**config.mk**
```make
export PLATFORM = sky130hd
export DESIGN_NAME = twiddle_lut2
export DESIGN_NICKNAME = d
export VERILOG_FILES = /design/src/rtl/twl_pkg.sv /design/src/rtl/twl_rom.sv /design/src/rtl/twl_addr.sv /design/src/rtl/twl_rot.sv /design/src/rtl/twl_round.sv /design/src/rtl/twiddle_lut2.sv
export SDC_FILE = /design/constraint.sdc
export NUM_CORES = 2
export LEC_CHECK = 0
export BUFFER_PORTS_ARGS = -buffer_cell sky130_fd_sc_hd__buf_2
export CORE_MARGIN = 5
export CORE_UTILIZATION = 57
export CTS_BUF_LIST = sky130_fd_sc_hd__clkbuf_4 sky130_fd_sc_hd__clkbuf_8
export DETAILED_ROUTE_END_ITERATION = 16
export PLACE_DENSITY = 0.73
export SLEW_MARGIN = 5
export SYNTH_ARGS = -nofsm -noshare
export SYNTH_HDL_FRONTEND = slang
export SYNTH_SLANG_ARGS = --single-unit
```
**constraint.sdc**
```tcl
create_clock -name clk -period 7.3 [get_ports clk]
set_input_delay 1.095 -clock clk [delete_from_list [all_inputs] [get_ports clk]]
set_output_delay 1.095 -clock clk [all_outputs]
set_load 0.05 [all_outputs]
```
**src/rtl/twl_pkg.sv**
```systemverilog
package twl_pkg;

   localparam real TWO_PI = 6.283185307179586;

   // Latency in cycles: table read, products, sums, round/saturate
   localparam int PIPE_LAT = 4;

   // Quantize a real value to a signed integer with frac fractional bits
   function automatic longint quant(input real v, input int frac);
      real scaled;
      scaled = v * (2.0 ** frac);
      return longint'($floor(scaled + 0.5));
   endfunction

endpackage

```
**src/rtl/twl_rom.sv**
```systemverilog
module twl_rom #(
   parameter int ADDR_W = 4,
   parameter int TURN_W = 4,
   parameter int COEF_W = 18,
   parameter bit SINE   = 1'b1,
   parameter int PORTS  = 1
) (
   input  logic                         clk,
   input  logic [PORTS-1:0][ADDR_W-1:0] rd_addr,
   output logic [COEF_W-1:0]            rd_data [PORTS]
);
   localparam int DEPTH = 1 << ADDR_W;
   localparam int FRAC  = COEF_W - 2;

   logic [COEF_W-1:0] tbl [DEPTH];

   // Entry i holds the function of angle 2*pi*i/2^TURN_W in Q2.FRAC
   for (genvar i = 0; i < DEPTH; i++) begin : g_ent
      localparam real ANG = twl_pkg::TWO_PI * real'(i) / real'(longint'(1) << TURN_W);
      localparam real RAW = SINE ? $sin(ANG) : $cos(ANG);
      localparam logic [COEF_W-1:0] QV = COEF_W'(twl_pkg::quant(RAW, FRAC));
      assign tbl[i] = QV;
   end

   for (genvar p = 0; p < PORTS; p++) begin : g_port
      always_ff @(posedge clk) begin
         rd_data[p] <= tbl[rd_addr[p]];
      end
   end

endmodule

```
**src/rtl/twl_addr.sv**
```systemverilog
module twl_addr #(
   parameter int IDX_W = 8,
   parameter int CRS_W = 4,
   parameter int FIN_W = 4
) (
   input  logic [IDX_W-1:0] idx,
   output logic [CRS_W-1:0] m_sin,
   output logic [CRS_W-1:0] m_cos,
   output logic [FIN_W-1:0] n
);
   localparam logic [CRS_W-1:0] QTR = CRS_W'(1) << (CRS_W - 2);

   assign m_sin = idx[IDX_W-1 -: CRS_W];
   assign m_cos = m_sin + QTR;
   assign n     = idx[FIN_W-1:0];

endmodule

```
**src/rtl/twl_rot.sv**
```systemverilog
module twl_rot #(
   parameter int COEF_W = 18,
   parameter int SUM_W  = 37
) (
   input  logic                    clk,
   input  logic [COEF_W-1:0]       cm,
   input  logic [COEF_W-1:0]       sm,
   input  logic [COEF_W-1:0]       cn,
   input  logic [COEF_W-1:0]       sn,
   output logic signed [SUM_W-1:0] sum_c,
   output logic signed [SUM_W-1:0] sum_s
);
   localparam int PROD_W = 2 * COEF_W;

   logic signed [PROD_W-1:0] p_cc, p_ss, p_sc, p_cs;

   // Stage: four products side by side
   always_ff @(posedge clk) begin
      p_cc <= $signed(cm) * $signed(cn);
      p_ss <= $signed(sm) * $signed(sn);
      p_sc <= $signed(sm) * $signed(cn);
      p_cs <= $signed(cm) * $signed(sn);
   end

   // Stage: angle-sum combination
   always_ff @(posedge clk) begin
      sum_c <= SUM_W'(p_cc) - SUM_W'(p_ss);
      sum_s <= SUM_W'(p_sc) + SUM_W'(p_cs);
   end

endmodule

```
**src/rtl/twl_round.sv**
```systemverilog
module twl_round #(
   parameter int IN_W  = 37,
   parameter int SHIFT = 17,
   parameter int OUT_W = 16
) (
   input  logic                    clk,
   input  logic                    rst_n,
   input  logic signed [IN_W-1:0]  din,
   output logic signed [OUT_W-1:0] dout
);
   localparam int ACC_W = IN_W + 1;
   localparam logic signed [ACC_W-1:0] HALF = ACC_W'(longint'(1) << (SHIFT - 1));
   localparam logic signed [ACC_W-1:0] MAXV = ACC_W'((longint'(1) << (OUT_W - 1)) - 1);
   localparam logic signed [ACC_W-1:0] MINV = -ACC_W'(longint'(1) << (OUT_W - 1));

   logic signed [ACC_W-1:0] acc;
   logic signed [ACC_W-1:0] shifted;
   logic signed [OUT_W-1:0] clipped;

   always_comb begin
      acc     = ACC_W'(din) + HALF;
      shifted = acc >>> SHIFT;
      if (shifted > MAXV)      clipped = MAXV[OUT_W-1:0];
      else if (shifted < MINV) clipped = MINV[OUT_W-1:0];
      else                     clipped = shifted[OUT_W-1:0];
   end

   always_ff @(posedge clk) begin
      if (!rst_n) dout <= '0;
      else        dout <= clipped;
   end

endmodule

```
**src/rtl/twiddle_lut2.sv**
```systemverilog
module twiddle_lut2 #(
   parameter int IDX_W  = 8,
   parameter int COEF_W = 18,
   parameter int OUT_W  = 16
) (
   input  logic                    clk,
   input  logic                    rst_n,
   input  logic                    in_valid,
   input  logic [IDX_W-1:0]        in_idx,
   output logic                    out_valid,
   output logic signed [OUT_W-1:0] out_cos,
   output logic signed [OUT_W-1:0] out_sin
);
   localparam int FIN_W = IDX_W / 2;
   localparam int CRS_W = IDX_W - FIN_W;
   localparam int FRAC  = COEF_W - 2;
   localparam int SUM_W = 2 * COEF_W + 1;
   localparam int RSH   = 2 * FRAC - (OUT_W - 1);
   localparam int LAT   = twl_pkg::PIPE_LAT;

   // Elaboration-time parameter checks
   if (IDX_W < 4 || IDX_W > 20) begin : g_bad_idx
      $error("twiddle_lut2: IDX_W must lie in 4..20");
   end
   if (OUT_W < 8 || OUT_W > 24) begin : g_bad_out
      $error("twiddle_lut2: OUT_W must lie in 8..24");
   end
   if (COEF_W > 27 || RSH < 1) begin : g_bad_coef
      $error("twiddle_lut2: COEF_W too wide or too narrow for OUT_W");
   end

   logic [CRS_W-1:0] m_sin, m_cos;
   logic [FIN_W-1:0] n;

   twl_addr #(.IDX_W(IDX_W), .CRS_W(CRS_W), .FIN_W(FIN_W)) u_addr (
      .idx   (in_idx),
      .m_sin (m_sin),
      .m_cos (m_cos),
      .n     (n)
   );

   // Coarse sine table, read twice: port 0 sine, port 1 cosine (quarter turn later)
   logic [1:0][CRS_W-1:0] crs_addr;
   logic [COEF_W-1:0]     crs_q [2];
   assign crs_addr[0] = m_sin;
   assign crs_addr[1] = m_cos;

   twl_rom #(.ADDR_W(CRS_W), .TURN_W(CRS_W), .COEF_W(COEF_W), .SINE(1'b1), .PORTS(2)) u_crs (
      .clk     (clk),
      .rd_addr (crs_addr),
      .rd_data (crs_q)
   );

   logic [0:0][FIN_W-1:0] fin_addr;
   logic [COEF_W-1:0]     fcos_q [1];
   logic [COEF_W-1:0]     fsin_q [1];
   assign fin_addr[0] = n;

   twl_rom #(.ADDR_W(FIN_W), .TURN_W(IDX_W), .COEF_W(COEF_W), .SINE(1'b0), .PORTS(1)) u_fcos (
      .clk     (clk),
      .rd_addr (fin_addr),
      .rd_data (fcos_q)
   );

   twl_rom #(.ADDR_W(FIN_W), .TURN_W(IDX_W), .COEF_W(COEF_W), .SINE(1'b1), .PORTS(1)) u_fsin (
      .clk     (clk),
      .rd_addr (fin_addr),
      .rd_data (fsin_q)
   );

   logic signed [SUM_W-1:0] sum_c, sum_s;

   twl_rot #(.COEF_W(COEF_W), .SUM_W(SUM_W)) u_rot (
      .clk   (clk),
      .cm    (crs_q[1]),
      .sm    (crs_q[0]),
      .cn    (fcos_q[0]),
      .sn    (fsin_q[0]),
      .sum_c (sum_c),
      .sum_s (sum_s)
   );

   twl_round #(.IN_W(SUM_W), .SHIFT(RSH), .OUT_W(OUT_W)) u_rnd_c (
      .clk   (clk),
      .rst_n (rst_n),
      .din   (sum_c),
      .dout  (out_cos)
   );

   twl_round #(.IN_W(SUM_W), .SHIFT(RSH), .OUT_W(OUT_W)) u_rnd_s (
      .clk   (clk),
      .rst_n (rst_n),
      .din   (sum_s),
      .dout  (out_sin)
   );

   // Qualifier chain matching the data path depth
   logic [LAT-1:0] vchain;
   always_ff @(posedge clk) begin
      if (!rst_n) vchain <= '0;
      else        vchain <= {vchain[LAT-2:0], in_valid};
   end
   assign out_valid = vchain[LAT-1];

endmodule

```
==> results by group <==
Worst setup path
  • WP data arrival: 7.56 ns
  • Setup CP Type: flop to flop
  • Worst path required time: 7.91 ns
  • Worst-path fanout max: 18
  • Reg2reg end: u_rot.p_cs[35]$_DFF_P_
  • Critical Path Start: u_crs.rd_data[13]$_SDFF_PP0_
  • R2r startpoint: u_crs.rd_data[13]$_SDFF_PP0_
  • R2r setup slk: 0.35 ns
  • Critical path capture point type: flop
  • Kind of start point of the critical path: flop
  • Register-to-Register Path Depth: 21

Hold path
  • WHS Endpoint: vchain[3]$_SDFF_PN0_
  • Hold Path Class: flop to flop
  • Hold depth: 1
  • Hold Crit Start: vchain[2]$_SDFF_PN0_

Die
  • Die width: 315 um
  • Core region area: 91900 um2
  • Row count: 111
  • Die ar.: 99200 um2
  • Initial Util: 57.6%
  • Ports: 44
  • Die height: 315 um

Yosys
  • Syn_nets: 7384
  • Synth cell count leaders: 1588 x inv_1, 1129 x fa_1, 540 x nand2_1
  • Mapped Area: 53000 um2
  • Number of synthesized flops with an enable pin: 0
  • Synth cell types: 76
  • Mapped Cells: 5777
  • Synth area leaders: fa_1 43%, inv_1 11%, ha_1 11%
  • Seq/Total Area, Yosys: 10.6%
  • Top FF cell, synth: dfxtp_1
  • Biggest area consumer among synthesized cells: fa_1
  • Synth top area share: 42.6%
  • Yosys reg bits: 280
  • Async SR Flop Fraction: 0%
  • Most common cell in the netlist: inv_1
  • Post-Syn Area per Cell: 9.17 um2
  • Ys Warns: 0

Finish
  • Layout cells sized above 1: 4.61%
  • Area of the multi-input gates: 40600 um2
  • Filler cells: 7940
  • FF/Latch Area: 5610 um2
  • Cell area after layout: 56100 um2
  • Final net count: 7373
  • Area grow syn2layout: 5.88%

Timing
  • Min Tclk post-route: 6.95 ns
  • Final Max Tran Viols: 0
  • Fmax: 144 MHz
  • Slew headroom: 23.4%
  • Tightest Pin Transition: 1.15 ns
  • Final hold vios: 0
  • Final setup viols: 0
  • Fin crit share: 95.3%
  • Max Clock Skew: 0.0504 ns

CTS
  • Max clock buf depth: 3
  • Worst-skew pair later-pin latency: 0.73 ns
  • CTS Root Buffer Type: clkbuf_8
  • CTS tree: yes
  • CTS buffer count: 54
  • Worst-path clk slew: 0.06 ns
  • H-tree Lvls: 2
  • Num Clock Sinks: 280
  • Setup repair bufs after CTS: 0

Global route
  • Vias in the first global route: 40400
  • Global-route wire length before repair: 210 mm
  • Pin count of the biggest net entering global routing: 43
  • GRT Resource Usage Total: 27.0%
  • Initial antenna violation count: 11
  • Aggregate global routing overflow: 0

Routing
  • Initial DRC Count: 2789
  • Drt via density: 5.30
  • DRT antenna net count: 0
  • DRC: 0
  • Post-Route WL: 129 mm
  • TritonRoute pass-1 iters: 8
  • DR vias: 37500
  • Drt wl/cell: 18.2 um

Place
  • Port-buffer cells: 43
  • DP Wirelength: 108 mm
  • Placed Area: 54800 um2
  • Routability Congestion: 0.960

Run status
  • Outcome: finished clean

Job
  • Max-Cap Viols: 0
stage by stage:
stage                     setup WS [ns]  hold WS, ns  std cells  setup TNS, ns  utilization (%)
after floorplan                    1.04        0.412       5777              0                -
after global placement            0.499        0.424       6953              0             59.6
after detailed placement          0.386        0.420       6953              0             59.6
after CTS                         0.380        0.435       7054              0             61.0
after global routing           -0.00108        0.461       7062       -0.00108             61.0
final                             0.346        0.433       7065              0             61.0
area by class of cell:
cell class / instances / share of cell area (%)
clock buffers: 67 / 1.60
well taps: 1243 / 2.77
inverters: 1590 / 10.6
flip-flops and latches: 280 / 10.0
clock inverters: 34 / 0.751
multi-input cells: 3701 / 72.4
diodes: 11 / 0.0491
repair buffers: 139 / 1.76
what timing repair did:
item,4_1_cts,5_1_grt
hold endpoints to repair,0,0
setup endpoints to repair,0,2
hold buffers,0,0
resized for setup,0,3
placed cells by master (no fill, tap or decap), drive strengths merged, types with 11 or more instances in the layout:
cell,synthesis,layout
nand2,540,540
nor2b,35,35
o21a,26,26
nand4,24,24
ha,467,467
nand3,44,44
a211oi,22,22
nand2b,31,31
fa,1129,1129
buf,6,139
o21bai,21,21
and3,27,27
nor3,33,33
clkinv,1,21
o21ai,138,138
xor2,86,86
o211ai,15,15
and2,436,436
a31oi,17,17
nor2,113,113
a21o,81,81
clkbuf,200,67
dfxtp,280,280
diode,0,11
inv,1589,1591
xnor2,133,133
a21oi,151,151
registers in the layout (all words and copies together), names as in the netlist:
name,count
u_crs.rd_data,28
u_fcos.rd_data,15
u_fsin.rd_data,15
u_rnd_c.dout,16
u_rnd_s.dout,16
u_rot.p_cc,36
u_rot.p_cs,36
u_rot.p_sc,36
u_rot.p_ss,36
u_rot.sum_c,21
u_rot.sum_s,21
vchain,4
routing by layer:
metal,wire length (um),share of wire [%],GRT usage [%],vias up
met2,60000,47,43.5,1326
met5,67,0.052,0.395,-
met1,50400,39,34.8,18700
met4,7930,6.2,13.9,4
met3,10100,7.9,5.65,342
li1,-,-,-,17100
how the worst max path moves through the flow:
stage,endpoint,depth (start not counted)
6_report,u_rot.p_cs[35]$_DFF_P_,21
5_1_grt,u_rot.p_ss[35]$_DFF_P_,21
4_1_cts,u_rot.p_ss[35]$_DFF_P_,21
3_5_place_dp,u_rot.p_ss[35]$_DFF_P_,21
3_3_place_gp,u_rot.p_ss[33]$_DFF_P_,22
2_1_floorplan,u_rot.p_cc[35]$_DFF_P_,21
cell families (layout without fill, tap and decap cells):
| kind of cell | after synthesis | count (layout) | share of synthesized area (%) |
|---|---|---|---|
| compound gates | 552 | 552 | 6.74 |
| xor+xnor | 219 | 219 | 3.62 |
| fa+ha+maj | 1597 | 1597 | 53.7 |
| buf+inv | 1796 | 1830 | 12.7 |
| flops | 280 | 280 | 10.6 |
| mux | 10 | 10 | 0.224 |
| other cells | 0 | 11 | 0 |
| simple gates | 1323 | 1323 | 12.4 |
worst max-delay path: stages, from the launching register on:
cell,delay (ns)
dfxtp_1,1.07
and2_1,0.26
fa_1,0.44
inv_1,0.10
fa_1,0.41
fa_1,0.52
inv_1,0.06
fa_1,0.53
fa_1,0.50
inv_1,0.05
fa_1,0.47
inv_1,0.04
ha_1,0.36
and3_1,0.20
nand3_1,0.10
nor2_1,0.12
nand2_1,0.07
a311oi_1,0.65
o21ai_1,0.23
a31oi_1,0.35
a221oi_1,0.16
xnor2_1,0.15
Power is not shown: default switching activity piles up to over one toggle a cycle in this logic, so the estimate is an artifact.
